## config.mk

```make
export PLATFORM = sky130hd
export DESIGN_NAME = awd_monitor
export DESIGN_NICKNAME = d
export VERILOG_FILES = /design/src/rtl/awd_pkg.sv /design/src/rtl/awd_window_cmp.sv /design/src/rtl/awd_datapath.sv /design/src/rtl/awd_control.sv /design/src/rtl/awd_monitor.sv
export SDC_FILE = /design/constraint.sdc
export NUM_CORES = 1
export LEC_CHECK = 0
export BUFFER_PORTS_ARGS = -buffer_cell sky130_fd_sc_hd__clkbuf_2
export CORE_MARGIN = 2
export CORE_UTILIZATION = 30
export DETAILED_ROUTE_END_ITERATION = 8
export GPL_TIMING_DRIVEN = 0
export PLACE_DENSITY = 0.58
export SYNTH_ARGS = -nofsm -noshare
export SYNTH_HDL_FRONTEND = slang
export SYNTH_SLANG_ARGS = --single-unit
```

## constraint.sdc

```tcl
create_clock -name clk -period 3.3 [get_ports clk]
set_clock_uncertainty 0.1 [all_clocks]
set_input_delay 0.33 -clock clk [delete_from_list [all_inputs] [get_ports clk]]
set_output_delay 0.33 -clock clk [all_outputs]
set_load 0.02 [all_outputs]
```

## src/rtl/awd_pkg.sv

```systemverilog
package awd_pkg;

  typedef enum logic [1:0] {
    SEL_LOW   = 2'd0,
    SEL_HIGH  = 2'd1,
    SEL_GUARD = 2'd2,
    SEL_CTRL  = 2'd3
  } regSel_e;

  // control -> datapath strobes
  typedef struct packed {
    logic hitOut;   // checked guarded result outside window
    logic hitIn;    // checked guarded result inside window
    logic clrFlag;  // software clear request
    logic fireIrq;  // interrupt pulse request
  } awdStrb_t;

  // datapath -> control status
  typedef struct packed {
    logic guarded;
    logic outside;
    logic irqEn;
    logic thrWr;
  } awdCmp_t;

endpackage

```

## src/rtl/awd_window_cmp.sv

```systemverilog
module awd_window_cmp #(
  parameter int DATA_W = 12
) (
  input  logic [DATA_W-1:0] sample,
  input  logic [DATA_W-1:0] lowThr,
  input  logic [DATA_W-1:0] highThr,
  output logic              outside
);
  logic belowLow;
  logic aboveHigh;

  always_comb begin
    belowLow  = sample < lowThr;
    aboveHigh = sample > highThr;
    outside   = belowLow | aboveHigh;
  end
endmodule

```

## src/rtl/awd_datapath.sv

```systemverilog
module awd_datapath
  import awd_pkg::*;
#(
  parameter int DATA_W = 12,
  parameter int NUM_CH = 16,
  parameter int CH_W   = 4,
  parameter int REG_W  = 16
) (
  input  logic              clk,
  input  logic              rstN,
  input  logic              regWrEn,
  input  logic [1:0]        regSel,
  input  logic [REG_W-1:0]  regWrData,
  input  logic [CH_W-1:0]   chanIdx,
  input  logic [DATA_W-1:0] resultData,
  input  awdStrb_t          strb,
  output awdCmp_t           cmp,
  output logic              awdFlag,
  output logic              awdOut,
  output logic              awdIrq
);
  localparam int IDX_SPAN = 1 << CH_W;

  logic [DATA_W-1:0]   lowThr;
  logic [DATA_W-1:0]   highThr;
  logic [NUM_CH-1:0]   guardMask;
  logic                irqEn;
  logic [IDX_SPAN-1:0] guardFull;
  logic                outsideNow;
  regSel_e             selNow;

  assign selNow = regSel_e'(regSel);

  // configuration registers
  always_ff @(posedge clk) begin
    if (!rstN) begin
      lowThr    <= '0;
      highThr   <= '1;
      guardMask <= '1;
      irqEn     <= 1'b0;
    end else if (regWrEn) begin
      case (selNow)
        SEL_LOW:   lowThr    <= regWrData[DATA_W-1:0];
        SEL_HIGH:  highThr   <= regWrData[DATA_W-1:0];
        SEL_GUARD: guardMask <= regWrData[NUM_CH-1:0];
        SEL_CTRL:  irqEn     <= regWrData[0];
        default:   irqEn     <= irqEn;
      endcase
    end
  end

  // channel guard decode, indices past NUM_CH never guarded
  for (genvar g = 0; g < IDX_SPAN; g++) begin : g_guard
    if (g < NUM_CH) begin : g_real
      assign guardFull[g] = guardMask[g];
    end else begin : g_pad
      assign guardFull[g] = 1'b0;
    end
  end

  awd_window_cmp #(.DATA_W(DATA_W)) u_cmp (
    .sample  (resultData),
    .lowThr  (lowThr),
    .highThr (highThr),
    .outside (outsideNow)
  );

  always_comb begin
    cmp.guarded = guardFull[chanIdx];
    cmp.outside = outsideNow;
    cmp.irqEn   = irqEn;
    cmp.thrWr   = regWrEn & ((selNow == SEL_LOW) | (selNow == SEL_HIGH));
  end

  // watchdog state
  always_ff @(posedge clk) begin
    if (!rstN) begin
      awdFlag <= 1'b0;
      awdOut  <= 1'b0;
      awdIrq  <= 1'b0;
    end else begin
      if (strb.hitOut)       awdFlag <= 1'b1;
      else if (strb.clrFlag) awdFlag <= 1'b0;

      if (strb.hitOut)     awdOut <= 1'b1;
      else if (strb.hitIn) awdOut <= 1'b0;

      awdIrq <= strb.fireIrq;
    end
  end
endmodule

```

## src/rtl/awd_control.sv

```systemverilog
module awd_control
  import awd_pkg::*;
(
  input  logic     clk,
  input  logic     rstN,
  input  logic     socStb,
  input  logic     eocStb,
  input  logic     flagClr,
  input  awdCmp_t  cmp,
  output awdStrb_t strb
);
  logic convBusy;
  logic convMask;
  logic maskedNow;
  logic evalNow;

  // a threshold write while busy, not in a start cycle, masks this conversion
  assign maskedNow = convMask | (cmp.thrWr & convBusy & ~socStb);
  assign evalNow   = eocStb & cmp.guarded & ~maskedNow;

  always_ff @(posedge clk) begin
    if (!rstN) begin
      convBusy <= 1'b0;
      convMask <= 1'b0;
    end else begin
      if (socStb)      convBusy <= 1'b1;
      else if (eocStb) convBusy <= 1'b0;

      if (socStb)      convMask <= 1'b0;
      else if (eocStb) convMask <= 1'b0;
      else             convMask <= maskedNow;
    end
  end

  always_comb begin
    strb.hitOut  = evalNow & cmp.outside;
    strb.hitIn   = evalNow & ~cmp.outside;
    strb.clrFlag = flagClr;
    strb.fireIrq = evalNow & cmp.outside & cmp.irqEn;
  end
endmodule

```

## src/rtl/awd_monitor.sv

```systemverilog
module awd_monitor
  import awd_pkg::*;
#(
  parameter int DATA_W = 12,
  parameter int NUM_CH = 16,
  localparam int CH_W  = (NUM_CH > 1) ? $clog2(NUM_CH) : 1,
  localparam int REG_W = (NUM_CH > DATA_W) ? NUM_CH : DATA_W
) (
  input  logic              clk,
  input  logic              rstN,
  input  logic              socStb,
  input  logic              eocStb,
  input  logic [CH_W-1:0]   chanIdx,
  input  logic [DATA_W-1:0] resultData,
  input  logic              regWrEn,
  input  logic [1:0]        regSel,
  input  logic [REG_W-1:0]  regWrData,
  input  logic              flagClr,
  output logic              awdFlag,
  output logic              awdOut,
  output logic              awdIrq
);
  awdStrb_t strb;
  awdCmp_t  cmp;

  awd_control u_ctl (
    .clk     (clk),
    .rstN    (rstN),
    .socStb  (socStb),
    .eocStb  (eocStb),
    .flagClr (flagClr),
    .cmp     (cmp),
    .strb    (strb)
  );

  awd_datapath #(
    .DATA_W (DATA_W),
    .NUM_CH (NUM_CH),
    .CH_W   (CH_W),
    .REG_W  (REG_W)
  ) u_dp (
    .clk        (clk),
    .rstN       (rstN),
    .regWrEn    (regWrEn),
    .regSel     (regSel),
    .regWrData  (regWrData),
    .chanIdx    (chanIdx),
    .resultData (resultData),
    .strb       (strb),
    .cmp        (cmp),
    .awdFlag    (awdFlag),
    .awdOut     (awdOut),
    .awdIrq     (awdIrq)
  );
endmodule

```

==> results of run 1 <==
[sequential cells by signal, indices dropped and copies added, names as in the netlist]
name            flops
u_ctl.convMask      1
u_dp.awdIrq         1
u_ctl.convBusy      1
u_dp.lowThr        12
u_dp.awdFlag        1
u_dp.awdOut         1
u_dp.irqEn          1
u_dp.highThr       12
u_dp.guardFull     16
[cell usage in the layout, fill, tap and decap left out, types with 2 or more instances in the layout]
cell,n
clkbuf_8,5
mux4_1,4
o21ai_0,6
clkbuf_1,14
o211ai_1,13
a21o_1,2
o21bai_1,2
nor2b_1,7
nand3_1,17
nand2_1,76
nor2_1,3
a21oi_1,11
nand4_1,3
ha_1,23
dfxtp_1,46
a21boi_0,12
inv_1,25
nor3_1,2
clkbuf_2,41
[report_power, final]
| part | internal (W) | switching, W |
|---|---|---|
| clock network | 0.000226 | 0.000199 |
| registers | 0.000580 | 0.0000112 |
| logic | 0.0000773 | 0.0000987 |
[cell type report]
type / instances / share of cell area
Buffer: 13 / 0.0173
Clock buffer: 6 / 0.0258
Multi-Input combinational cell: 197 / 0.465
Inverter: 25 / 0.0333
Timing Repair Buffer: 41 / 0.0729
Tap cell: 102 / 0.0454
Sequential cell: 46 / 0.327
Clock inverter: 2 / 0.0133
[through the flow]
| step | instance area [sq um] | total power (W) | setup slack (ns) | cells | utilization |
|---|---|---|---|---|---|
| 2_1_floorplan | 2370 | 0.000711 | 1.50 | 281 | - |
| 3_3_place_gp | 2700 | 0.000776 | 1.02 | 424 | 0.352 |
| 3_5_place_dp | 2700 | 0.000781 | 1.01 | 424 | 0.352 |
| 4_1_cts | 2810 | 0.00121 | 1.06 | 432 | 0.366 |
| 5_1_grt | 2810 | 0.00125 | 0.901 | 432 | 0.366 |
| 6_report | 2810 | 0.00119 | 1.04 | 432 | 0.366 |
[worst max path at each step]
stage	from	to	depth (start not counted)	slack, ns
final	u_dp.highThr[11]	u_dp.awdIrq	8	1.04
after global routing	u_dp.highThr[11]	u_dp.awdIrq	8	0.90
after CTS	u_dp.highThr[11]	u_dp.awdIrq	8	1.06
after detailed placement	resultData[11]	u_dp.awdIrq	8	1.01
after global placement	resultData[11]	u_dp.awdIrq	8	1.02
after floorplan	chanIdx[0]	u_dp.awdOut	6	1.50
[worst max-delay path, cell delays in order, from the launching register on]
cell	delay, ns
dfxtp_1	0.32
inv_1	0.05
ha_1	0.29
nand2_1	0.08
o21ai_0	0.24
o21bai_1	0.15
o41ai_1	0.08
o21ai_0	0.58
and4_2	0.33
[layer usage]
layer / up-vias / GRT usage / wire length (um)
met5: - / 0 / 0
met4: 0 / 0.0404 / 70
met3: 7 / 0.0293 / 315
met2: 48 / 0.211 / 2410
met1: 950 / 0.194 / 2820
li1: 1051 / - / -
[kinds of logic after synthesis]
logic type                 share of synthesized area
and+or+nand+nor                                0.221
AOI/OAI and AO/OA                              0.156
DFF                                            0.388
buffers and inverters                         0.0602
adders and majority gates                      0.121
muxes                                         0.0533
==> impl_results.md, run 1 <==
* Die area at 8630 sq um
* RD Place Congestion at 0.788
* Pin count of the biggest net entering global routing at 15
* Cell count after synthesis at 281
* Site Rows at 32
* PostCTS Resize Cnt at 0
* Worst-Margin Slew at 0.709 ns
* WHS Endpoint: u_ctl.convMask
* Starting Density at 0.308
* DR pass1 iterations at 4
* Initial antenna violation count at 0
* Hold Path Class: input pin to flip-flop
* DR vias at 2056
* CTS tree: done
* Avg Inst Size Synth at 8.44 sq um
* Hold Crit Depth at 2
* R2R cell count at 8
* Clock tree buffer depth at 2
* Critical path type: flip-flop to flip-flop
* FF+latch count, synth at 46
* Fin. Hold Viols at 0
* Worst skew pair latency at 0.31 ns
* CP max FO at 3
* R2r setup slk at 1.04 ns
* Slew headroom at 0.522
* PwrDens at 424 nW/um^2
* Top_reg_cell synth: dfxtp_1
* MaxCap Viol Count at 0
* P&R area growth vs syn at 18.7%
* Vias in the first global route at 1941
* Crit path launch type: flip-flop
* Post-synth EDFFs at 0
* Reg-to-reg critical path endpoint: u_dp.awdIrq
* Most frequent cells after synthesis: nand2_1 (76), dfxtp_1 (46), inv_1 (25)
* Vias/cell at 4.76
* N_diodes at 0
* Storage cell area at 921 sq um
* FMAX at 443 MHz
* Status: finished clean
* Unrepaired setup endpoints after global routing: no
* YS warnings at 0
* Die Wd at 92.9 um
* Final setup fails at 0
* # fillers at 852
* Synth area leaders: dfxtp_1 (39%), ha_1 (12%), nand2_1 (12%), mux4_1 (4.4%), o211ai_1 (4.1%)
* Multi-input gate area at 1310 sq um
* Pins Over Slew Limit at 0
* Reg2reg start: u_dp.highThr[11]
* Total wire length at 5610 um
* Post-synthesis cell type count at 33
* # nets final at 392
* Static leakage at 1.26 nW
* I/O Buffers at 41
* Post-route DRC at 0
* Hold_buf cts at 0
* Synth top area share at 0.388
* CTS Buf Count at 5
* Share of cells above drive strength 1 at 0.164
* Core Footprint at 7690 sq um
* Global-route wire length before repair at 9300 um
* Clock-pin slew on the worst setup and hold paths at 0.09 ns
* DP HPWL at 4460 um
* Crit path DAT at 2.41 ns
* Die Ht at 92.9 um
* I/O Pins at 43
* WL per Instance at 13.0 um
* Mapped Nets at 344
* Clk sinks at 46
* Routed Antenna Nets at 0
* Grt total ovfl at 0
* Ys async rst share at 0
* Yosys top cell by area: dfxtp_1
* CTS Root Cell: clkbuf_8
* CTS HTree Levels at 2
* Crit. End Element: flip-flop
* DR iter-0 viols at 83
* Min Clock Period, post-route at 2.26 ns
* Max VDD drop at 0.000214 V
* Fin crit share at 0.685
* Worst Hold Slack at 0.120 ns
* Most common cell in the netlist: nand2_1
* Seq/Total Area, Yosys at 0.388
* HP Start: eocStb
* TNS Setup at 0 ns
* Post-Synthesis Cell Area at 2370 sq um
* Gr usage total at 0.137
* CP Data Required Time at 3.45 ns
* # Post-CTS Setup Buffers at 0
Power figures use the tool's default switching activity.
==> inputs of run 2 (changes only) <==
clock period = 2.3 ns   (was 3.3 ns; I/O delays follow)
==> run 2 against run 1 <==
Highest routed layer unchanged. Sequential share of layout area unchanged. Total power up 44%. Maximum frequency up 8.5%. Critical path depth unchanged. Worst setup slack worse by 0.82 ns. Register-to-register slack worse by 0.82 ns. Combinational power up 44%. Critical endpoint unchanged.
==> impl_results.md, run 2 (synthesis gave the netlist of run 1 again) <==
* Pin count of the biggest net entering global routing at 15
* Global-route wire length before repair at 9300 um
* I/O Pins at 43
* Crit. End Element: flip-flop
* MaxCap Viol Count at 0
* CTS HTree Levels at 2
* Detail Route met3 WL at 298 um
* Die Wd at 92.9 um
* Static leakage at 1.26 nW
* Post-route DRC at 0
* Status: finished clean
* CP max FO at 3
* Worst-Margin Slew at 0.523 ns
* Die area at 8630 sq um
* Hold Path Class: input pin to flip-flop
* WL per Instance at 13.0 um
* Clk sinks at 46
* DR vias at 2055
* Final Util at 0.366
* Hold Crit Depth at 2
* Most frequent cells in the layout: nand2_1 (76), dfxtp_1 (46), clkbuf_2 (41)
* CTS Buf Count at 5
* Core Footprint at 7690 sq um
* Slew headroom at 0.651
* RD Place Congestion at 0.788
* Final setup fails at 0
* Highest routed layer: met4
* DP HPWL at 4460 um
* Clock-pin slew on the worst setup and hold paths at 0.09 ns
* P&R area growth vs syn at 18.7%
* Clock tree buffer depth at 2
* Initial antenna violation count at 0
* I/O Buffers at 41
* Fin crit share at 0.906
* Starting Density at 0.308
* # nets final at 392
* Hold_buf cts at 0
* Critical path type: flip-flop to flip-flop
* Routed Antenna Nets at 0
* DP Area at 2700 sq um
* Gr usage total at 0.137
* DR pass1 iterations at 4
* Grt total ovfl at 0
* Final Cell Area at 2810 sq um
* Crit path launch type: flip-flop
* Crit path DAT at 2.24 ns
* Max VDD drop at 0.000307 V
* Worst skew pair latency at 0.31 ns
* Unrepaired setup endpoints after global routing: no
* TNS Setup at 0 ns
* Total wire length at 5620 um
* Design Power at 0.00171 W
* Pins Over Slew Limit at 0
* N_diodes at 0
* CTS tree: done
* PwrDens at 608 nW/um^2
* R2R cell count at 8
* Metal2 WL at 2400 um
* Min Clock Period, post-route at 2.08 ns
* Vias/cell at 4.76
* CTS Root Cell: clkbuf_8
* Vias in the first global route at 1941
* DR iter-0 viols at 82
* # fillers at 852
* Share of cells above drive strength 1 at 0.164
* Die Ht at 92.9 um
* Site Rows at 32
* CP Data Required Time at 2.46 ns
* Fin. Hold Viols at 0
* FMAX at 480 MHz
* Max reg flops at 16
* Most common cell after layout, fill and taps aside: nand2_1
* Worst Hold Slack at 0.0201 ns
* M1 WL at 2840 um
[run 2: worst max-delay path: stages (launching register included)]
cell	delay, ns
dfxtp_1	0.34
inv_1	0.05
ha_1	0.28
a211oi_1	0.19
o21ai_0	0.15
a21oi_1	0.22
o21ai_0	0.13
o21ai_1	0.28
and4_2	0.29
[run 2: final timing paths]
path                                    startpoint  slack, ns                 end
worst max-delay path                u_dp.lowThr[2]       0.22         u_dp.awdIrq
worst min-delay path                        eocStb       0.02      u_ctl.convMask
worst max register to register      u_dp.lowThr[2]       0.22         u_dp.awdIrq
worst min register to register  u_dp.guardFull[10]       0.36  u_dp.guardFull[10]
[run 2: per-stage QoR]
| stage | std cells | setup slack [ns] |
|---|---|---|
| 2_1_floorplan | 281 | 0.584 |
| 3_3_place_gp | 424 | 0.122 |
| 3_5_place_dp | 424 | 0.107 |
| 4_1_cts | 432 | 0.0617 |
| 5_1_grt | 432 | 0.0749 |
| 6_report | 432 | 0.217 |
[run 2: routing by layer]
layer  track usage  vias up
met5             0        -
met4        0.0404        0
met3        0.0293        7
met2         0.211       44
met1         0.194      954
li1              -     1050
[run 2: cell type report]
cell class                      count  area, sq um  share of cell area
Multi-Input combinational cell    197         1310               0.465
Inverter                           25         93.8              0.0333
Tap cell                          102          128              0.0454
Clock buffer                        6         72.6              0.0258
Sequential cell                    46          921               0.327
Timing Repair Buffer               41          205              0.0729
Clock inverter                      2         37.5              0.0133
Buffer                             13         48.8              0.0173
[run 2: timing repair]
action / 4_1_cts / 5_1_grt
buffers inserted: 0 / 0
hold endpoints to repair: 0 / 0
setup endpoints to repair: 0 / 3
resized for setup: 0 / 1
[run 2: where the power goes]
part,total [W],leakage [nW],switching [W],internal (W)
combinational,0.000253,0.837,0.000142,0.000111
sequential,0.000849,0.377,0.0000160,0.000833
clock,0.000610,0.0514,0.000285,0.000324
total,0.00171,1.26,0.000443,0.00127
==> inputs of run 3 (changes only) <==
CTS_BUF_LIST = sky130_fd_sc_hd__clkbuf_4 sky130_fd_sc_hd__clkbuf_8   (was default)
==> run 3 against run 2 <==
First-iteration DRC count down 4.9%. Final cell count is the same. Core utilization about the same. Non-clock buffer count unchanged. Sequential share of layout area is essentially flat. Flip-flop and latch count unchanged. Worst setup slack improved by 0.00074 ns. Design area grew 0.13%. Critical path depth unchanged. Critical path type unchanged. Total power grew 0.86%. Via count fell by 0.29%.
==> impl_results.md, run 3 (synthesis gave the netlist of run 1 again) <==
* CTS Root Cell: clkbuf_8
* CP Cell Sequence: inv_1 -> ha_1 -> a211oi_1 -> o21ai_0 -> a21oi_1 -> o21ai_0 -> o21ai_1 -> and4_2
* Reg2reg start: u_dp.lowThr[2]
* DR vias at 2049
* Clock tree buffer depth at 2
* Total wire length at 5630 um
* Hold Crit Depth at 2
* CTS tree: done
* Unrepaired setup endpoints after global routing: no
* WHS Endpoint: u_ctl.convMask
* Max VDD drop at 0.000307 V
* Crit path DAT at 2.24 ns
* I/O Pins at 43
* CP max FO at 3
* CTS HTree Levels at 2
* Core Footprint at 7690 sq um
* HP Start: eocStb
* Die area at 8630 sq um
* Non-Filler Instances at 432
* R2R cell count at 8
* Placed cell count at 424
* Routed Antenna Nets at 0
* CTS Buf Count at 5
* Post-route DRC at 0
* N_diodes at 0
* CP max stage cell: dfxtp_1
* Crit. End Element: flip-flop
* RD Place Congestion at 0.788
* Reg-to-reg critical path endpoint: u_dp.awdIrq
* DP Area at 2700 sq um
* Worst skew pair latency at 0.31 ns
* Most common cell after layout, fill and taps aside: nand2_1
* Global-route wire length before repair at 9300 um
* Worst-Margin Slew at 0.527 ns
* Grt total ovfl at 0
* R2r setup slk at 0.22 ns
* Grt peak-use layer: met2
* Critical path type: flip-flop to flip-flop
* Crit-path most repeated cell: o21ai_0
* CP Data Required Time at 2.46 ns
* PostCTS Resize Cnt at 0
* Slew headroom at 0.648
* # Post-CTS Setup Buffers at 0
* Hold_buf cts at 0
* WL per Instance at 13.0 um
* Final setup fails at 0
* # nets final at 392
* Static leakage at 1.27 nW
* Die Ht at 92.9 um
* Vias/cell at 4.74
* Clock-pin slew on the worst setup and hold paths at 0.09 ns
* Most frequent cells in the layout: nand2_1 (76), dfxtp_1 (46), clkbuf_2 (41)
* Max reg flops at 16
* Initial antenna violation count at 0
* Status: finished clean
* DR pass1 iterations at 4
* MaxCap Viol Count at 0
* Met1 Use GR at 0.194
* GR Util met2 at 0.211
* Pin count of the biggest net entering global routing at 15
* Site Rows at 32
* Fin. Hold Viols at 0
* TNS Setup at 0 ns
* Clk sinks at 46
* I/O Buffers at 41
* Worst path max stage delay at 0.34 ns
* Die Wd at 92.9 um
* DP HPWL at 4460 um
* DR iter-0 viols at 78
* Share of cells above drive strength 1 at 0.167
* Worst Hold Slack at 0.0207 ns
* Final Cell Area at 2820 sq um
* P&R area growth vs syn at 18.8%
* Crit path launch type: flip-flop
* Hold Path Class: input pin to flip-flop
* PwrDens at 613 nW/um^2
* FMAX at 480 MHz
* Pins Over Slew Limit at 0
* Fin crit share at 0.905
* Min Clock Period, post-route at 2.08 ns
* GRT met3 Usage at 0.0293
* Vias in the first global route at 1941
* Starting Density at 0.308
* Gr usage total at 0.137
==> run 3: cell types whose count changed in the layout (fill, tap and decap cells not counted) <==
cell      before  now
clkbuf_1      14   13
clkbuf_4       0    1
==> run 3: worst max-delay path by stage <==
stage	cells after the start	to	startpoint	slack, ns
after floorplan	6	u_dp.awdOut	u_dp.guardFull[11]	0.58
after global placement	8	u_dp.awdIrq	u_dp.highThr[11]	0.12
after detailed placement	8	u_dp.awdIrq	u_dp.highThr[11]	0.11
after CTS	8	u_dp.awdIrq	u_dp.highThr[11]	0.06
after global routing	8	u_dp.awdIrq	u_dp.lowThr[2]	0.07
final	8	u_dp.awdIrq	u_dp.lowThr[2]	0.22
==> run 3: power by group <==
part	leakage, nW	switching [W]	internal, W
Clock	0.0548	0.000288	0.000336
Combinational	0.837	0.000142	0.000111
Sequential	0.377	0.0000160	0.000833
Total	1.27	0.000446	0.00128
==> run 3: area by class of cell <==
class / count / area, sq um
timing repair buffer: 41 / 205
sequential: 46 / 921
buffer: 13 / 48.8
inverter: 25 / 93.8
fill: 853 / 4870
tap: 102 / 128
clock inverter: 2 / 37.5
multi-input combinational: 197 / 1310
clock buffer: 6 / 76.3
==> run 3: critical path: cells and delay by family, from the launching register on <==
kind | cells | cell delay [ns]
AO/OA/AOI/OAI | 5 | 0.97
flip-flops | 1 | 0.34
AND/OR/NAND/NOR | 1 | 0.29
adder cells (fa/ha/maj) | 1 | 0.28
buffers and inverters | 1 | 0.05
==> run 3: metrics by stage <==
step,setup slack [ns],utilization,total power [W]
2_1_floorplan,0.584,-,0.00102
3_3_place_gp,0.122,0.352,0.00111
3_5_place_dp,0.107,0.352,0.00112
4_1_cts,0.0614,0.367,0.00174
5_1_grt,0.0749,0.367,0.00181
6_report,0.218,0.367,0.00173
==> run 3: layer usage <==
| layer | wire length [um] | vias up |
|---|---|---|
| met1 | 2870 | 950 |
| met3 | 288 | 7 |
| met5 | 0 | - |
| met2 | 2400 | 42 |
| li1 | - | 1050 |
| met4 | 70 | 0 |
